<file path="src/rtl/gcsr_pkg.sv">
package gcsr_pkg;
  typedef enum logic {
    MODE_LOAD  = 1'b0,
    MODE_SHIFT = 1'b1
  } sr_mode_e;

  localparam int unsigned SYNC_DEPTH = 2;
  localparam int unsigned TICK_SRCS  = 2;
endpackage

</file>
<file path="src/rtl/gcsr_sync.sv">
module gcsr_sync #(
  parameter int unsigned NBITS = 2,
  parameter int unsigned DEPTH = 2
) (
  input  logic             clk,
  input  logic             clr_n,
  input  logic [NBITS-1:0] async_i,
  output logic [NBITS-1:0] sync_o
);
  logic [DEPTH-1:0][NBITS-1:0] chain;

  always_ff @(posedge clk or negedge clr_n) begin
    if (!clr_n) begin
      chain <= '0;
    end else begin
      chain[0] <= async_i;
      for (int s = 1; s < DEPTH; s++) chain[s] <= chain[s-1];
    end
  end

  assign sync_o = chain[DEPTH-1];
endmodule

</file>
<file path="src/rtl/gcsr_strobe.sv">
module gcsr_strobe #(
  parameter int unsigned NSRC = 2
) (
  input  logic            clk,
  input  logic            clr_n,
  input  logic [NSRC-1:0] lvl_i,
  output logic            strobe_o
);
  logic comb_now, comb_q;

  // Sources are OR-combined: a high source masks edges on the others.
  assign comb_now = |lvl_i;

  always_ff @(posedge clk or negedge clr_n) begin
    if (!clr_n) comb_q <= 1'b0;
    else        comb_q <= comb_now;
  end

  assign strobe_o = comb_now & ~comb_q;
endmodule

</file>
<file path="src/rtl/gcsr_stages.sv">
module gcsr_stages
  import gcsr_pkg::*;
#(
  parameter int unsigned WIDTH = 8
) (
  input  logic             clk,
  input  logic             clr_n,
  input  logic             strobe_i,
  input  sr_mode_e         mode_i,
  input  logic             ser_i,
  input  logic [WIDTH-1:0] par_i,
  output logic [WIDTH-1:0] st_o
);
  logic [WIDTH-1:0] st, feed;

  for (genvar i = 0; i < WIDTH; i++) begin : g_feed
    if (i == 0) begin : g_head
      assign feed[i] = ser_i;
    end else begin : g_link
      assign feed[i] = st[i-1];
    end
  end

  always_ff @(posedge clk or negedge clr_n) begin
    if (!clr_n)        st <= '0;
    else if (strobe_i) st <= (mode_i == MODE_SHIFT) ? feed : par_i;
  end

  assign st_o = st;
endmodule

</file>
<file path="src/rtl/gated_piso_shreg.sv">
module gated_piso_shreg
  import gcsr_pkg::*;
#(
  parameter int unsigned WIDTH = 8
) (
  input  logic             clk,
  input  logic             clr_n,
  input  logic             tick_a_i,
  input  logic             tick_b_i,
  input  logic             shift_en_i,
  input  logic             ser_i,
  input  logic [WIDTH-1:0] par_i,
  output logic             q_last_o,
  output logic [WIDTH-1:0] stages_o
);
  logic [TICK_SRCS-1:0] lvl_sync;
  logic                 strobe;
  logic [WIDTH-1:0]     st;

  gcsr_sync #(.NBITS(TICK_SRCS), .DEPTH(SYNC_DEPTH)) sync_i (
    .clk    (clk),
    .clr_n  (clr_n),
    .async_i({tick_b_i, tick_a_i}),
    .sync_o (lvl_sync)
  );

  gcsr_strobe #(.NSRC(TICK_SRCS)) strobe_i (
    .clk     (clk),
    .clr_n   (clr_n),
    .lvl_i   (lvl_sync),
    .strobe_o(strobe)
  );

  gcsr_stages #(.WIDTH(WIDTH)) stages_i (
    .clk     (clk),
    .clr_n   (clr_n),
    .strobe_i(strobe),
    .mode_i  (sr_mode_e'(shift_en_i)),
    .ser_i   (ser_i),
    .par_i   (par_i),
    .st_o    (st)
  );

  assign stages_o = st;
  assign q_last_o = st[WIDTH-1];
endmodule

</file>
<file path="config.mk">
export PLATFORM = sky130hd
export DESIGN_NAME = gated_piso_shreg
export DESIGN_NICKNAME = d
export VERILOG_FILES = /design/src/rtl/gcsr_pkg.sv /design/src/rtl/gcsr_sync.sv /design/src/rtl/gcsr_strobe.sv /design/src/rtl/gcsr_stages.sv /design/src/rtl/gated_piso_shreg.sv
export SDC_FILE = /design/constraint.sdc
export NUM_CORES = 1
export LEC_CHECK = 0
export BUFFER_PORTS_ARGS = -buffer_cell sky130_fd_sc_hd__buf_2
export CAP_MARGIN = 20
export CORE_MARGIN = 4
export CORE_UTILIZATION = 39
export DETAILED_ROUTE_END_ITERATION = 16
export PLACE_DENSITY = 0.79
export SLEW_MARGIN = 0
export SYNTH_ARGS = -nofsm -noshare
export SYNTH_HDL_FRONTEND = slang
export SYNTH_SLANG_ARGS = --single-unit
</file>
<file path="constraint.sdc">
create_clock -name clk -period 1 [get_ports clk]
set_input_delay 0.05 -clock clk [delete_from_list [all_inputs] [get_ports clk]]
set_output_delay 0.05 -clock clk [all_outputs]
set_load 0.005 [all_outputs]
</file>
# Word-level counts from Yosys, hierarchy flattened
# Index checks and enable logic that the tools add are counted.
# totals
wordCells	8
ram_bits	0
output_inout_bits	9
n_memories	0
latchBits	0
in_bits	14
regBits	13
romBits	0
# classes
n_addsub	0
n_mux	1
mul	0
n_bitwise	2
n_shift	0
magnitude_cmp	0
n_reduce_logical	1
div_mod_pow	0
n_eq_ne	0
# ops
cell	n
$mux W8	1
$reduce_or A2 Y1	1
$and A1 B1 Y1	1
$not A1 Y1	1

# Depth between registers and ports, before layout
# depth
ltp_word	2
depth_mapped	3

# Cells and area by module
# A second synthesis with hierarchy kept.
# hier_totals
hier_cells	45
hier_area_um2	546.8
# by_module_without_submodules
mod	area_each_um2	n_inst	cells_per_inst
gcsr_stages	382.9	1	35
gcsr_sync	115.1	1	6
gcsr_strobe	41.3	1	3
gated_piso_shreg	7.5	1	1

# Least setup slack after synthesis
# Ideal clock, no wire load.
# synth_timing
kind	register to register
from	reg strobe_i.comb_q
to	reg stages_i.st[0], in the netlist stages_i.st_o[0]
n_path_buf	1
slack_ps	-135
synth_period_minus_slack_ps	1135
arrival_ps	1010
setup_time_ps	125
stages_incl_launch_ff	4
cell_sequence	dfrtp_1 o21ba_2 buf_4 mux2_4
# synth_between
elab_chain_cells	2
# synth_lines
item	line	text
from (decl)	gcsr_strobe.sv:9	logic comb_now, comb_q;
from (signal assigned)	gcsr_strobe.sv:16	else comb_q <= comb_now;
$not A1 Y1	gcsr_strobe.sv:19	assign strobe_o = comb_now & ~comb_q;
$and A1 B1 Y1	gcsr_strobe.sv:19	
to (signal assigned)	gcsr_stages.sv:26	else if (strobe_i) st <= (mode_i == MODE_SHIFT) ? feed : par_i;
to (decl)	gcsr_stages.sv:14	logic [WIDTH-1:0] st, feed;
# No other way between the ends.
# A chain may end at the register's enable or synchronous reset.

# Worst setup path after layout
# layout_timing
from	reg strobe_i.comb_q
to	reg stages_i.st[7], in the netlist stages_i.st_o[7]
# The elaborated chain is that of the path after synthesis.

==> metrics <==
synthesized area 608 um2; HPWL Detailed 739 um; drc violations 0; nets 81; Arrival @ worst endpoint 1290 ps; placer congestion estimate slightly below 0.7; Placed Area 756 um2; Starting Density between 40 and 50%; clock latency on the worst-skew pair 270 ps; CP endpoint kind register; commonest non-fill, non-tap cells in the layout 22 x buf_2, 16 x mux2_4, 13 x dfrtp_1; worst slew pin tran between 200 and 300 ps; largest buffer count on any clock path 2; DIE WIDTH approximately 47 um; critical path startpoint category register; H-tree levels 1; initial antenna violation count 0; min cycle time layout between 1000 and 1500 ps; unrepaired setup endpoints after global routing yes; Worst Hold Class in -> reg; share of cells above drive strength 1 75.8%; Worst Skew 0.658 ps; Post-Syn Instances 34; Root Buffer clkbuf_4; final setup margin -127 ps; Antenna diodes 0; Slew HR 81.0%; vias in the first global route approximately 410; grt ovf 0; largest net degree at the start of global routing 14; worst hold slack around 130 ps; Worst Min Path Start par_i[4]; FP Rows 13; # IOs 23; top cell type's share of synthesized area a little over half; syn_area_per_cell 17.9 um2; number of max-cap violations 0; Critical Setup Path Class reg -> reg; IO Port Bufs 22; cell taking the most area after synthesis dfrtp_1; storage element area 325 um2; global-route usage over all layers 11.6%; drt initial violations 4; crit share post-route 113%; Final TNS setup -984 ps; start point of the critical path strobe_i.comb_q$_DFF_PN0_; Ys Warns 0; Netlist cell types 6; DR WL/cell 12.7 um; Final Instance Area 827 um2; synth top area cells dfrtp_1 53%, mux2_4 40%, buf_4 2.5%; die area approximately 2300 um2; Filler cells 107; critical path data required time 1160 ps; syn_nets 48; Critical R2R Launch strobe_i.comb_q$_DFF_PN0_; Routed WL 1.03 mm; Final Hold Violating Endpoints 0; Sink Count 13; Die Y 47.5 um; Seq cells post-synth 13; Pwr per Cell Area 1930 nW/um2; routed vias 380; core area 1380 um2; Worst-path clk slew 80 ps; setup bufs post-CTS 0; placed cells 74; sequential area share after synthesis 53.5%; 1st-pass router iterations 4; Slew Limit Fails 0; first-pass GRT wire length 1.74 mm; failing checks negative setup slack; static leakage 0.432 nW; Final Setup Violations 8; Area Overhead vs Synth 36.0%; most common cell after layout, fill and taps aside buf_2; fmax 0.888 GHz; Finished Layout Cells 81; CTS buffer count 3; peak supply drop 0.928 mV; area of the multi-input gates approximately 260 um2; DR vias/cell around 4.7; Crit Path Max Fanout 8; Post-DRT Antenna Nets 0; status finished, violations left; CTS tree built
synthesized netlist by cell type:
library cell and instances:
or2_2 1, dfrtp_1 13, buf_6 1, buf_4 2
o21ba_2 1, mux2_4 16
critical path, stage by stage (launching register included):
cell	delay [ps]
dfrtp_1	370
o21ba_4	330
mux2_4	320
cell families (layout without fill, tap and decap cells):
family | count (synthesis) | in the layout | synth area share [%]
AO/OA/AOI/OAI | 1 | 1 | 1.65
buffers and inverters | 3 | 35 | 4.32
flip-flops | 13 | 13 | 53.5
multiplexers | 16 | 16 | 39.5
AND/OR/NAND/NOR | 1 | 1 | 1.03
layout make-up:
| class | instances | share of cell area (%) |
|---|---|---|
| clock buffers | 3 | 2.72 |
| clock inverters | 1 | 0.605 |
| multi-input cells | 18 | 31.8 |
| flip-flops and latches | 13 | 39.3 |
| well taps | 15 | 2.27 |
| repair buffers | 31 | 23.3 |
timing repair:
item	4_1_cts	5_1_grt
pin swaps	0	0
hold buffers	3	0
endpoints found under the setup margin	8	10
gates resized for setup	1	2
endpoints found under the hold margin	15	0
final timing paths:
check,endpoint,slack [ps],cells after the start
max in group asynchronous,stages_i.st_o[3]$_DFFE_PN0P_,600,2
worst min-delay path,stages_i.st_o[4]$_DFFE_PN0P_,130,3
worst min register to register,sync_i.sync_o[1]$_DFF_PN0_,350,0
min in group asynchronous,stages_i.st_o[0]$_DFFE_PN0P_,180,2
worst max register to register,stages_i.st_o[7]$_DFFE_PN0P_,-130,2
worst max-delay path,stages_i.st_o[7]$_DFFE_PN0P_,-130,2
registers in the layout, indices dropped and copies added, names as in the netlist:
name and count:
sync_i.sync_o 2, strobe_i.comb_q 1, stages_i.st_o 8, sync_i.chain 2
report_power, final:
| group | internal, mW | switching [mW] |
|---|---|---|
| clock | 0.148 | 0.169 |
| combinational | 0.416 | 0.165 |
| sequential | 0.634 | 0.0643 |
layer usage:
layer,GRT usage (%),wire (um),vias up
met3,4.51,103,0
met5,0,0,-
met4,6.63,0,0
met2,16.0,445,22
met1,15.3,477,177
li1,-,-,181
metrics by stage:
step           total power [mW]  setup WS, ps  util (%)
4_1_cts                    1.60          -141      59.3
2_1_floorplan              1.01          -109         -
3_3_place_gp               1.25          -182      54.7
5_1_grt                    1.70          -181      59.8
6_report                   1.60          -127      59.8
3_5_place_dp               1.26          -229      54.7
Power figures use the tool's default switching activity.
